--- src/rtl/txb_pkg.sv ---
package txb_pkg;

   typedef enum logic [3:0] {
      S_IDLE,
      S_PTR_RD,
      S_PTR_WT,
      S_TAG_RD,
      S_TAG_WT,
      S_TAG_WR,
      S_DAT_RD,
      S_DAT_WT,
      S_DAT_OUT,
      S_UNL_RD,
      S_UNL_WT,
      S_UNL_WR,
      S_FIN
   } txb_state_e;

   // States in which the arbiter must stay with this block
   function automatic logic txb_locked_state(txb_state_e s);
      return (s == S_TAG_RD) || (s == S_TAG_WT) || (s == S_TAG_WR) ||
             (s == S_UNL_RD) || (s == S_UNL_WT) || (s == S_UNL_WR);
   endfunction

endpackage

--- src/rtl/txb_tag_fmt.sv ---
module txb_tag_fmt #(
   parameter int DW       = 16,
   parameter int LOCK_BIT = 15,
   parameter int UPD_BIT  = 14
) (
   input  logic [DW-1:0] tag_in,
   output logic [DW-1:0] lock_word,
   output logic [DW-1:0] unlock_word
);
   localparam logic [DW-1:0] LMASK = DW'(1) << LOCK_BIT;
   localparam logic [DW-1:0] UMASK = DW'(1) << UPD_BIT;

   // Claim: set in-use, consume fresh; every other bit passes through
   assign lock_word   = (tag_in | LMASK) & ~UMASK;
   // Release: drop in-use only
   assign unlock_word = tag_in & ~LMASK;
endmodule

--- src/rtl/txb_addr_gen.sv ---
module txb_addr_gen
   import txb_pkg::*;
#(
   parameter int AW       = 12,
   parameter int SA_W     = 5,
   parameter int CNT_W    = 5,
   parameter int PTR_BASE = 0
) (
   input  txb_state_e       state,
   input  logic [SA_W-1:0]  sa,
   input  logic [AW-1:0]    ptr,
   input  logic [CNT_W-1:0] idx,
   output logic [AW-1:0]    addr
);
   localparam logic [AW-1:0] BASE = AW'(PTR_BASE);

   always_comb begin
      unique case (state)
         S_PTR_RD, S_PTR_WT:                 addr = BASE + AW'(sa);
         S_TAG_RD, S_TAG_WT, S_TAG_WR,
         S_UNL_RD, S_UNL_WT, S_UNL_WR:       addr = ptr;
         S_DAT_RD, S_DAT_WT, S_DAT_OUT:      addr = ptr + AW'(1) + AW'(idx);
         default:                            addr = '0;
      endcase
   end
endmodule

--- src/rtl/txb_word_reg.sv ---
module txb_word_reg #(
   parameter int DW = 16
) (
   input  logic          clk,
   input  logic          rst_n,
   input  logic          load,
   input  logic [DW-1:0] din,
   output logic [DW-1:0] dout
);
   always_ff @(posedge clk or negedge rst_n) begin
      if (!rst_n)    dout <= '0;
      else if (load) dout <= din;
   end
endmodule

--- src/rtl/txbuf_lock_ctrl.sv ---
module txbuf_lock_ctrl
   import txb_pkg::*;
#(
   parameter int DW         = 16,
   parameter int AW         = 12,
   parameter int NUM_SA     = 32,
   parameter int CNT_W      = 5,
   parameter int PTR_BASE   = 0,
   parameter int LOCK_BIT   = 15,
   parameter int UPD_BIT    = 14,
   parameter bit UNLOCK_RMW = 1'b1,
   localparam int SA_W      = $clog2(NUM_SA)
) (
   input  logic             clk,
   input  logic             rst_n,
   input  logic             req_valid,
   input  logic [SA_W-1:0]  req_sa,
   input  logic [CNT_W-1:0] req_count,
   input  logic             abort,
   output logic             busy,
   output logic             msg_done,
   output logic             fresh_data,
   output logic             lock_held,
   output logic             mem_req,
   output logic             mem_we,
   output logic             mem_lock,
   output logic [AW-1:0]    mem_addr,
   output logic [DW-1:0]    mem_wdata,
   input  logic             mem_gnt,
   input  logic [DW-1:0]    mem_rdata,
   output logic             tx_valid,
   output logic [DW-1:0]    tx_data,
   input  logic             tx_ready
);

   // ---------------- elaboration checks ----------------
   if (LOCK_BIT >= DW || UPD_BIT >= DW || LOCK_BIT == UPD_BIT) begin : g_bad_tag
      $error("tag flag positions must be distinct and inside the word");
   end
   if (AW > DW) begin : g_bad_aw
      $error("a pointer must fit in one RAM word");
   end
   if (PTR_BASE + NUM_SA > (1 << AW)) begin : g_bad_base
      $error("pointer table does not fit in the address space");
   end
   if (NUM_SA < 2) begin : g_bad_sa
      $error("at least two subaddresses are required");
   end

   // ---------------- state ----------------
   txb_state_e       state, nxt;
   logic [SA_W-1:0]  sa_q;
   logic [CNT_W-1:0] cnt_q, idx_q;
   logic [AW-1:0]    ptr_q;
   logic [DW-1:0]    tag_q;
   logic             fresh_q, seen_q, abort_pend_q, lock_q;
   logic [DW-1:0]    lock_word, unlock_word;
   logic             last_word;
   txb_state_e       unl_entry;

   // Release path: re-read the tag under lock, or write back the saved claim
   if (UNLOCK_RMW) begin : g_unl_rmw
      assign unl_entry = S_UNL_RD;
   end else begin : g_unl_direct
      assign unl_entry = S_UNL_WR;
   end

   // count 0 wraps so the compare hits after 2^CNT_W words
   assign last_word = (idx_q == cnt_q - CNT_W'(1));

   always_comb begin
      nxt = state;
      unique case (state)
         S_IDLE:    if (req_valid) nxt = S_PTR_RD;
         S_PTR_RD:  if (abort_pend_q) nxt = S_FIN;
                    else if (mem_gnt) nxt = S_PTR_WT;
         S_PTR_WT:  nxt = abort_pend_q ? S_FIN : S_TAG_RD;
         S_TAG_RD:  if (abort_pend_q) nxt = S_FIN;
                    else if (mem_gnt) nxt = S_TAG_WT;
         S_TAG_WT:  nxt = S_TAG_WR;
         S_TAG_WR:  if (mem_gnt) nxt = abort_pend_q ? unl_entry : S_DAT_RD;
         S_DAT_RD:  if (abort_pend_q) nxt = unl_entry;
                    else if (mem_gnt) nxt = S_DAT_WT;
         S_DAT_WT:  nxt = abort_pend_q ? unl_entry : S_DAT_OUT;
         S_DAT_OUT: if (abort_pend_q) nxt = unl_entry;
                    else if (tx_ready) nxt = last_word ? unl_entry : S_DAT_RD;
         S_UNL_RD:  if (mem_gnt) nxt = S_UNL_WT;
         S_UNL_WT:  nxt = S_UNL_WR;
         S_UNL_WR:  if (mem_gnt) nxt = S_FIN;
         S_FIN:     nxt = S_IDLE;
         default:   nxt = S_IDLE;
      endcase
   end

   always_ff @(posedge clk or negedge rst_n) begin
      if (!rst_n) begin
         state        <= S_IDLE;
         sa_q         <= '0;
         cnt_q        <= '0;
         idx_q        <= '0;
         ptr_q        <= '0;
         tag_q        <= '0;
         fresh_q      <= 1'b0;
         seen_q       <= 1'b0;
         abort_pend_q <= 1'b0;
         lock_q       <= 1'b0;
      end else begin
         state        <= nxt;
         abort_pend_q <= (state == S_IDLE) ? 1'b0 : (abort_pend_q | abort);
         if (state == S_IDLE && req_valid) begin
            sa_q    <= req_sa;
            cnt_q   <= req_count;
            idx_q   <= '0;
            fresh_q <= 1'b0;
            seen_q  <= 1'b0;
         end
         if (state == S_PTR_WT) ptr_q <= mem_rdata[AW-1:0];
         if (state == S_TAG_WT) begin
            tag_q   <= mem_rdata;
            fresh_q <= mem_rdata[UPD_BIT];
         end
         if (state == S_TAG_WR && mem_gnt) begin
            tag_q  <= lock_word;
            lock_q <= 1'b1;
         end
         if (state == S_UNL_WT) tag_q <= mem_rdata;
         if (state == S_UNL_WR && mem_gnt) lock_q <= 1'b0;
         if (state == S_DAT_OUT) seen_q <= 1'b1;
         if (state == S_FIN) seen_q <= 1'b0;
         if (state == S_DAT_OUT && !abort_pend_q && tx_ready) idx_q <= idx_q + CNT_W'(1);
      end
   end

   // ---------------- datapath pieces ----------------
   txb_tag_fmt #(.DW(DW), .LOCK_BIT(LOCK_BIT), .UPD_BIT(UPD_BIT)) u_fmt (
      .tag_in      (tag_q),
      .lock_word   (lock_word),
      .unlock_word (unlock_word)
   );

   txb_addr_gen #(.AW(AW), .SA_W(SA_W), .CNT_W(CNT_W), .PTR_BASE(PTR_BASE)) u_addr (
      .state (state),
      .sa    (sa_q),
      .ptr   (ptr_q),
      .idx   (idx_q),
      .addr  (mem_addr)
   );

   txb_word_reg #(.DW(DW)) u_word (
      .clk   (clk),
      .rst_n (rst_n),
      .load  (state == S_DAT_WT),
      .din   (mem_rdata),
      .dout  (tx_data)
   );

   // ---------------- outputs ----------------
   assign mem_req    = (((state == S_PTR_RD) || (state == S_TAG_RD) || (state == S_DAT_RD))
                        && !abort_pend_q)
                       || (state == S_TAG_WR) || (state == S_UNL_RD) || (state == S_UNL_WR);
   assign mem_we     = (state == S_TAG_WR) || (state == S_UNL_WR);
   assign mem_lock   = txb_locked_state(state);
   assign mem_wdata  = (state == S_TAG_WR) ? lock_word :
                       (state == S_UNL_WR) ? unlock_word : '0;
   assign tx_valid   = (state == S_DAT_OUT) && !abort_pend_q;
   assign busy       = (state != S_IDLE);
   assign msg_done   = (state == S_FIN);
   assign lock_held  = lock_q;
   assign fresh_data = fresh_q && (seen_q || state == S_DAT_OUT);

   // ---------------- assertions ----------------
   p_reset_quiet_r1: assert property (@(posedge clk) !rst_n |-> !mem_req && !busy && !tx_valid);

   p_rmw_lock_kept_r3: assert property (@(posedge clk) disable iff (!rst_n)
      mem_req && mem_gnt && mem_lock && !mem_we |=> mem_lock);

   p_rmw_addr_held_r3: assert property (@(posedge clk) disable iff (!rst_n)
      mem_lock && $past(mem_lock) |-> $stable(mem_addr));

   p_claim_value_r3: assert property (@(posedge clk) disable iff (!rst_n)
      mem_req && mem_we && !lock_held |-> mem_wdata[LOCK_BIT] && !mem_wdata[UPD_BIT]);

   p_tx_hold_r4: assert property (@(posedge clk) disable iff (!rst_n)
      tx_valid && !tx_ready && !abort |=> tx_valid && $stable(tx_data));

   p_fresh_steady_r6: assert property (@(posedge clk) disable iff (!rst_n)
      fresh_data && !msg_done |=> fresh_data);

   p_done_unlocked_r11: assert property (@(posedge clk) disable iff (!rst_n)
      msg_done |-> !lock_held);

   p_done_pulse_r9: assert property (@(posedge clk) disable iff (!rst_n)
      msg_done |=> !msg_done && !busy);

   p_req_held_r10: assert property (@(posedge clk) disable iff (!rst_n)
      mem_req && !mem_gnt && !abort |=>
         mem_req && $stable(mem_addr) && $stable(mem_we) && $stable(mem_wdata));

endmodule

--- config.mk ---
export PLATFORM = sky130hd
export DESIGN_NAME = txbuf_lock_ctrl
export DESIGN_NICKNAME = d
export VERILOG_FILES = /design/src/rtl/txb_pkg.sv /design/src/rtl/txb_tag_fmt.sv /design/src/rtl/txb_addr_gen.sv /design/src/rtl/txb_word_reg.sv /design/src/rtl/txbuf_lock_ctrl.sv
export SDC_FILE = /design/constraint.sdc
export NUM_CORES = 1
export LEC_CHECK = 0
export BUFFER_PORTS_ARGS = -buffer_cell sky130_fd_sc_hd__buf_4
export CELL_PAD_IN_SITES_DETAIL_PLACEMENT = 0
export CELL_PAD_IN_SITES_GLOBAL_PLACEMENT = 1
export CORE_UTILIZATION = 45
export CTS_CLUSTER_SIZE = 12
export DETAILED_ROUTE_END_ITERATION = 6
export PLACE_DENSITY = 0.92
export SYNTH_ARGS = -nofsm -noshare
export SYNTH_HDL_FRONTEND = slang
export SYNTH_SLANG_ARGS = --single-unit
--- constraint.sdc ---
create_clock -name clk -period 3.4 [get_ports clk]
set_input_delay 0.17 -clock clk [delete_from_list [all_inputs] [get_ports clk]]
set_output_delay 0.17 -clock clk [all_outputs]
set_load 0.02 [all_outputs]
==> impl_results.md, run 1 <==
* Cells resized by post-CTS repair at 0
* Share of the synthesized area in the top cell type at 0.449
* Summed instance area of the synthesized netlist at 3670 um2
* Type of the worst min-delay path: in -> reg
* WL/cell at 16.3 um
* Status: completed
* EDFF count, synth at 0
* Data required time at the worst endpoint at 3.23 ns
* Clock buffer depth at 2
* Post-synthesis to final-layout area growth at 24.3%
* Number of nets at the end of the flow at 467
* Critical setup path kind: reg -> out
* HPWL after DPL at 6.20 mm
* Skew-Pair Late Insertion Delay at 0.35 ns
* Final RePlAce weighted congestion at 0.882
* Pin slew with the least headroom to its limit at 0.834 ns
* Max frequency at 353 MHz
* Register clock-pin slew on the reported worst setup and hold paths at 0.07 ns
* Least setup slack across all paths after layout at 0.565 ns
* Count of cell types in the netlist at 58
* Share of flip-flops with an asynchronous set or reset after synthesis at 1.00
* R2r endpoint: u_word.dout[15]$_DFFE_PN0P_
* Worst reg-to-reg path cell count at 3
* Flops & latches, synth at 66
* Initial Utilization at 0.471
* Final hold violations at 0
* Total Routed Length at 8.72 mm
* Count of routing violations after the opening detailed-route iteration at 129
* Total placed instance area at 4350 um2
* Num rows at 32
* DIE WIDTH at 92.4 um
* Cell with the most instances after synthesis: sky130_fd_sc_hd__dfrtp_1
* Fraction of layout cells with a size suffix above 1 at 0.361
* Post-Syn Area per Cell at 10.6 um2
* Data arrival time of the worst path at 2.67 ns
* Gate Count Post-Synth at 347
* Buffers on Ports at 83
* Setup repair after global routing missed its margin: false
* Critical path fanouts, max at 19
* Ports at 84
* H-tree lvl count at 3
* Setup slack on the worst flop-to-flop path at 1.06 ns
* Sequential fraction of the synthesis area at 0.449
* Leak pwr at 0.00206 uW
* Diode insertion count for antenna repair at 0
* Initial DRT Pass Iterations at 4
* Remaining routing DRC violations at 0
* Total non-filler cell area in the finished layout at 4570 um2
* Sinks on Clock Net at 66
* Power density over the cells at 995 nW/um2
* Area of the core at 7810 um2
* Relative slew margins at 0.444
* Launch point of the worst reg-to-reg path: state[2]$_DFFE_PN0P_
* Routed vias/inst at 5.55
* GRT Resource Usage Total at 0.222
* Max-cap violations at 0
* TritonCTS clock tree: done
* Number of global-route vias before repair at 2936
* Worst clock skew at 0.00989 ns
* Worst setup path start: state[2]$_DFFE_PN0P_
* Most used DFF post-synth: sky130_fd_sc_hd__dfrtp_1
* Period utilization at 0.834
* Setup-failing EPs final at 0
* CTS Buf Count at 9
* Number of filler instances in the final layout at 690
* Ranking of synthesized cells by instance count: sky130_fd_sc_hd__dfrtp_1 (66), sky130_fd_sc_hd__mux2_2 (42), sky130_fd_sc_hd__o21ai_0 (29), sky130_fd_sc_hd__nand2_1 (21), sky130_fd_sc_hd__inv_1 (16)
* Pin count of the biggest net entering global routing at 67
* Final count of pins violating max slew at 0
* Worst IR Drop VDD at 0.000532 V
* Timing endpoint of the critical path: mem_addr[11]
* Final standard cell utilization of the core at 0.585
* Critical Path Source Type: flop
* First-pass GRT wire length at 14.7 mm
* Overall via count from detail_route at 2964
* Area enclosed by the die boundary at 8530 um2
* GRT Residual Overflow at 0
* Ys Warns at 0
* Post-Route Setup TNS at 0 ns
* Critical Path End Type: primary output
* Die Span Y at 92.4 um
* Yosys top cell by area: sky130_fd_sc_hd__dfrtp_1
* Nets in the synthesized netlist at 387
* Min Clock Period, post-route at 2.84 ns
* Top post-synthesis cells by area: sky130_fd_sc_hd__dfrtp_1 (45%), sky130_fd_sc_hd__mux2_2 (13%), sky130_fd_sc_hd__o21ai_0 (3.9%)
* Buffer type at the clock tree root: sky130_fd_sc_hd__clkbuf_8
* Post-route antenna net violation count at 0
* Number of antenna violations at the first check in global routing at 0
* Startpoint of the worst hold path: abort
* Pre-CTS setup slack at 0.982 ns
[power breakdown]
group,total (uW),switching (uW),internal (uW)
combinational,2310,1220,1090
clock,702,335,367
sequential,1540,383,1150
[state kept, by name, indices dropped and copies added (netlist names)]
register      count
abort_pend_q      1
idx_q             5
tag_q            15
ptr_q            12
u_word.dout      16
cnt_q             5
fresh_q           1
state             4
lock_held         1
seen_q            1
sa_q              5
[metrics by stage]
step | instances | total power (uW) | hold slack [ns]
after floorplan | 347 | 3060 | -0.126
after global placement | 517 | 3780 | 0.328
after CTS | 534 | 4580 | 0.0154
after global routing | 534 | 4870 | 0.0216
final | 534 | 4550 | 0.0281
after detailed placement | 517 | 3860 | 0.328
[critical path: stages (launching register included)]
cell and delay (ns):
sky130_fd_sc_hd__dfrtp_1 0.73, sky130_fd_sc_hd__nor2b_1 0.53, sky130_fd_sc_hd__a21oi_2 0.26, sky130_fd_sc_hd__or4_1 0.57, sky130_fd_sc_hd__nand3_1 0.09, sky130_fd_sc_hd__buf_4 0.14
[kinds of logic after synthesis]
| logic type | after synthesis | synth area share |
|---|---|---|
| compound gates | 82 | 0.148 |
| buf+inv | 33 | 0.0415 |
| xor+xnor | 9 | 0.0215 |
| flops | 66 | 0.449 |
| simple gates | 96 | 0.148 |
| fa+ha+maj | 10 | 0.0347 |
| mux | 51 | 0.156 |
[cell usage in the layout (no fill, tap or decap), types with 3 or more instances in the layout]
cell	synthesis	routed
sky130_fd_sc_hd__a31oi_1	8	8
sky130_fd_sc_hd__o31a_1	3	3
sky130_fd_sc_hd__o211ai_1	3	3
sky130_fd_sc_hd__dfrtp_1	66	66
sky130_fd_sc_hd__xor2_1	7	7
sky130_fd_sc_hd__nor2b_1	6	6
sky130_fd_sc_hd__o21ai_0	29	29
sky130_fd_sc_hd__nor3_1	4	4
sky130_fd_sc_hd__nor2_1	10	10
sky130_fd_sc_hd__mux2_1	9	9
sky130_fd_sc_hd__inv_6	0	3
sky130_fd_sc_hd__nand3b_1	3	3
sky130_fd_sc_hd__a21oi_1	8	8
sky130_fd_sc_hd__o21a_1	4	4
sky130_fd_sc_hd__o31ai_1	3	3
sky130_fd_sc_hd__a211oi_1	3	3
sky130_fd_sc_hd__buf_4	3	85
sky130_fd_sc_hd__nand3_1	15	15
sky130_fd_sc_hd__nand2_1	21	21
sky130_fd_sc_hd__nand2b_1	6	6
sky130_fd_sc_hd__mux2_2	42	42
sky130_fd_sc_hd__ha_1	7	7
sky130_fd_sc_hd__inv_1	16	16
sky130_fd_sc_hd__clkbuf_8	0	10
sky130_fd_sc_hd__and2_1	14	14
[routing by layer]
metal  track usage  vias up  part of all wire
li1              -     1403                 -
met2         0.348      111              0.49
met4        0.0898        0             0.012
met5             0        -                 0
met3        0.0542       11             0.066
met1         0.295     1439              0.43
[worst min-delay path by stage]
stage / cells after the start / endpoint / slack, ns
finish: 2 / abort_pend_q$_DFF_PN0_ / 0.03
global route: 2 / u_word.dout[15]$_DFFE_PN0P_ / 0.02
CTS: 2 / abort_pend_q$_DFF_PN0_ / 0.02
detailed placement: 1 / lock_held$_DFFE_PN0P_ / 0.33
global placement: 1 / lock_held$_DFFE_PN0P_ / 0.33
floorplan: 0 / abort_pend_q$_DFF_PN0_ / -0.13
[final cells by class]
class | count | area [um2] | share of cell area
clock buffer | 10 | 138 | 0.0301
clock inverter | 6 | 72.6 | 0.0159
inverter | 16 | 60.1 | 0.0131
multi-input combinational | 248 | 1870 | 0.409
sequential | 66 | 1650 | 0.362
tap | 102 | 128 | 0.0279
timing repair buffer | 86 | 648 | 0.142
[repair_timing]
action / in CTS / in global routing
buffers inserted: 0 / 0
hold endpoints to repair: 66 / 0
hold buffers: 1 / 0
No activity file was read; power rests on OpenSTA's default activity.
==> inputs of run 2 (changes only) <==
--- a/config.mk
+++ b/config.mk
@@ -5,13 +5,14 @@
 export SDC_FILE = /design/constraint.sdc
 export NUM_CORES = 1
 export LEC_CHECK = 0
+export ABC_AREA = 1
 export BUFFER_PORTS_ARGS = -buffer_cell sky130_fd_sc_hd__buf_4
 export CELL_PAD_IN_SITES_DETAIL_PLACEMENT = 0
 export CELL_PAD_IN_SITES_GLOBAL_PLACEMENT = 1
-export CORE_UTILIZATION = 45
+export CORE_UTILIZATION = 39
 export CTS_CLUSTER_SIZE = 12
 export DETAILED_ROUTE_END_ITERATION = 6
-export PLACE_DENSITY = 0.92
+export PLACE_DENSITY = 0.88
 export SYNTH_ARGS = -nofsm -noshare
 export SYNTH_HDL_FRONTEND = slang
 export SYNTH_SLANG_ARGS = --single-unit
==> constraint.sdc (replaced) <==
create_clock -name clk -period 2.9 [get_ports clk]
set_input_delay 0.145 -clock clk [delete_from_list [all_inputs] [get_ports clk]]
set_output_delay 0.145 -clock clk [all_outputs]
set_load 0.02 [all_outputs]
==> run 2 against run 1 <==
Against the previous run: global-route usage fell by 2.1 points; register-to-register slack lost 0.10 ns; power grew 20%; sequential share of layout area fell by 0.62 points; critical endpoint is now mem_addr[8]; largest cell class unchanged.
==> impl_results.md, run 2 <==
* Status: completed
* First-pass GRT wire length at 15.6 mm
* Setup-failing EPs final at 0
* Worst clock skew at 0.0184 ns
* Relative slew margins at 0.436
* Data arrival time of the worst path at 2.48 ns
* Max frequency at 382 MHz
* CTS Buf Count at 9
* Initial DRT Pass Iterations at 4
* Critical Path End Type: primary output
* Switching power summed over all nets at 2540 uW
* TritonCTS clock tree: done
* Remaining routing DRC violations at 0
* Area of the core at 9150 um2
* Portion of total power attributed to sequential cells at 0.312
* HPWL after DPL at 6.95 mm
* Area enclosed by the die boundary at 9790 um2
* Skew-Pair Late Insertion Delay at 0.34 ns
* Area of all sequential standard cells at 1650 um2
* Power density over the cells at 1170 nW/um2
* Switching power share of the total at 0.466
* H-tree lvl count at 3
* Worst IR Drop VDD at 0.000576 V
* Largest register FFs at 16
* Count of cell types in the netlist at 36
* Critical Path Source Type: flop
* Share of flip-flops with an asynchronous set or reset after synthesis at 1.00
* Number of nets at the end of the flow at 631
* Sequential fraction of the synthesis area at 0.451
* Footprint of the multi-input gates at 1670 um2
* Post-synthesis to final-layout area growth at 26.8%
* Total placed instance area at 4380 um2
* Ys Warns at 0
* Pin count of the biggest net entering global routing at 67
* Final RePlAce weighted congestion at 0.952
* Flops & latches, synth at 66
* Cell with the most instances after synthesis: sky130_fd_sc_hd__nand2_1
* Biggest register: u_word.dout
* Max-cap violations at 0
* Buffers on Ports at 83
* Buffers inserted during post-CTS setup optimization at 0
* EDFF count, synth at 0
* Leak pwr at 0.00252 uW
* Final standard cell utilization of the core at 0.508
* Initial Utilization at 0.401
* Summed instance area of the synthesized netlist at 3670 um2
* Overall via count from detail_route at 3460
* Fraction of layout cells with a size suffix above 1 at 0.218
* Number of filler instances in the final layout at 896
* Final hold violations at 0
* Top flop regs: u_word.dout (16), tag_q (15), ptr_q (12)
* Most common library cell in the layout ignoring fill and taps: sky130_fd_sc_hd__nand2_1
* Share of the synthesized area in the top cell type at 0.451
* Int Pwr at 2910 uW
* Clock buffer depth at 2
* Setup repair after global routing missed its margin: false
* Final count of pins violating max slew at 0
* Number of global-route vias before repair at 3286
* Data required time at the worst endpoint at 2.76 ns
* DIE WIDTH at 99.0 um
* Total non-filler cell area in the finished layout at 4650 um2
* Post-Syn Area per Cell at 7.27 um2
* WL/cell at 13.2 um
* Critical setup path kind: reg -> out
* Pin slew with the least headroom to its limit at 0.846 ns
* Die Span Y at 99.0 um
* Post-Route Setup TNS at 0 ns
* Top post-synthesis cells by area: sky130_fd_sc_hd__dfrtp_1 (45%), sky130_fd_sc_hd__nand2_1 (16%), sky130_fd_sc_hd__o21ai_0 (8.7%)
* Gate power share at 0.524
* Num rows at 35
* Count of routing violations after the opening detailed-route iteration at 198
* Register clock-pin slew on the reported worst setup and hold paths at 0.08 ns
* Routed vias/inst at 4.89
* Gate Count Post-Synth at 504
* Post-route antenna net violation count at 0
* Type of the worst min-delay path: in -> reg
* Clock Power Share at 0.164
* Ranking of synthesized cells by instance count: sky130_fd_sc_hd__nand2_1 (161), sky130_fd_sc_hd__inv_1 (69), sky130_fd_sc_hd__dfrtp_1 (66), sky130_fd_sc_hd__o21ai_0 (64), sky130_fd_sc_hd__nor2_1 (46)
* Most used DFF post-synth: sky130_fd_sc_hd__dfrtp_1
* GRT Resource Usage Total at 0.201
* Setup slack on the worst flop-to-flop path at 0.96 ns
* Total power of the final layout at 5450 uW
* Sinks on Clock Net at 66
* Critical path fanouts, max at 6
* Min Clock Period, post-route at 2.62 ns
* Nets in the synthesized netlist at 544
* Diode insertion count for antenna repair at 0
* Period utilization at 0.904
* Buffer type at the clock tree root: sky130_fd_sc_hd__clkbuf_8
* Total Routed Length at 9.34 mm
* Number of antenna violations at the first check in global routing at 0
* GRT Residual Overflow at 0
* Instance count after placement with tap cells included at 687
* Yosys top cell by area: sky130_fd_sc_hd__dfrtp_1
* Ports at 84
* Final instance count without filler cells at 707
* Commonest cells after routing, fill and taps aside: sky130_fd_sc_hd__nand2_1 (161), sky130_fd_sc_hd__buf_4 (84), sky130_fd_sc_hd__inv_1 (69)
[run 2: changes by cell type after synthesis, moves of 9 or more]
cell,before,now
sky130_fd_sc_hd__nand2_1,21,161
sky130_fd_sc_hd__inv_1,16,69
sky130_fd_sc_hd__mux2_2,42,0
sky130_fd_sc_hd__nor2_1,10,46
sky130_fd_sc_hd__o21ai_0,29,64
sky130_fd_sc_hd__and2_1,14,0
sky130_fd_sc_hd__mux2_1,9,0
[run 2: cell families (layout without fill, tap and decap cells)]
kind of cell	count (synthesis)	after routing	synth area share
simple gates	244	244	0.277
compound gates	94	94	0.140
flops	66	66	0.451
buf+inv	89	181	0.0959
fa+ha+maj	8	8	0.0294
xor+xnor	3	3	0.00717
[run 2: power by group through the flow]
stage	sequential (uW)	clock, uW	combinational, uW
finish	1700	894	2850
CTS	1700	920	2870
global placement	1700	0	2820
floorplan	1760	0	1800
detailed placement	1710	0	2860
global route	1760	953	3220
[run 2: critical path, stage by stage (launching register included)]
cell and delay [ns]:
sky130_fd_sc_hd__dfrtp_1 0.43, sky130_fd_sc_hd__inv_1 0.09, sky130_fd_sc_hd__ha_1 0.25, sky130_fd_sc_hd__fa_1 0.39
sky130_fd_sc_hd__inv_1 0.08, sky130_fd_sc_hd__nand3_1 0.07, sky130_fd_sc_hd__nand2_1 0.11, sky130_fd_sc_hd__nand2_1 0.09
sky130_fd_sc_hd__a21oi_2 0.21, sky130_fd_sc_hd__a21oi_1 0.08, sky130_fd_sc_hd__o21ai_0 0.16, sky130_fd_sc_hd__buf_4 0.17
[run 2: timing repair]
| item | in CTS | in global routing |
|---|---|---|
| setup endpoints to repair | 0 | 2 |
| hold buffers | 4 | 0 |
| endpoints found under the hold margin | 69 | 0 |
| resized for setup | 0 | 1 |
[run 2: final cells by class]
| type | instances | area share |
|---|---|---|
| inverters | 77 | 0.0627 |
| clock buffers | 9 | 0.0266 |
| well taps | 111 | 0.0299 |
| clock inverters | 7 | 0.0226 |
| repair buffers | 88 | 0.144 |
| multi-input cells | 349 | 0.359 |
| flip-flops and latches | 66 | 0.355 |
[run 2: per-stage QoR]
| stage | hold WS [ns] | setup slack, ns |
|---|---|---|
| 2_1_floorplan | -0.151 | 0.634 |
| 3_3_place_gp | 0.313 | 0.670 |
| 3_5_place_dp | 0.314 | 0.602 |
| 4_1_cts | 0.000712 | 0.202 |
| 5_1_grt | 0.0124 | 0.0560 |
| 6_report | 0.0173 | 0.280 |
[run 2: worst paths after layout]
kind,startpoint,end,cells past startpoint
max,idx_q[0]$_DFFE_PN0P_,mem_addr[8],11
max in group asynchronous,rst_n,u_word.dout[12]$_DFFE_PN0P_,2
min in group asynchronous,rst_n,cnt_q[4]$_DFFE_PN0P_,2
min,req_count[0],cnt_q[0]$_DFFE_PN0P_,3
min reg2reg,sa_q[4]$_DFFE_PN0P_,sa_q[4]$_DFFE_PN0P_,2
max reg2reg,state[0]$_DFFE_PN0P_,idx_q[2]$_DFFE_PN0P_,10
[run 2: per-layer routing]
metal,vias up,routed length [um],GRT usage
met5,-,0,0
met4,0,204,0.0815
met3,18,460,0.0362
met2,98,4190,0.314
met1,1589,4480,0.277
li1,1755,-,-
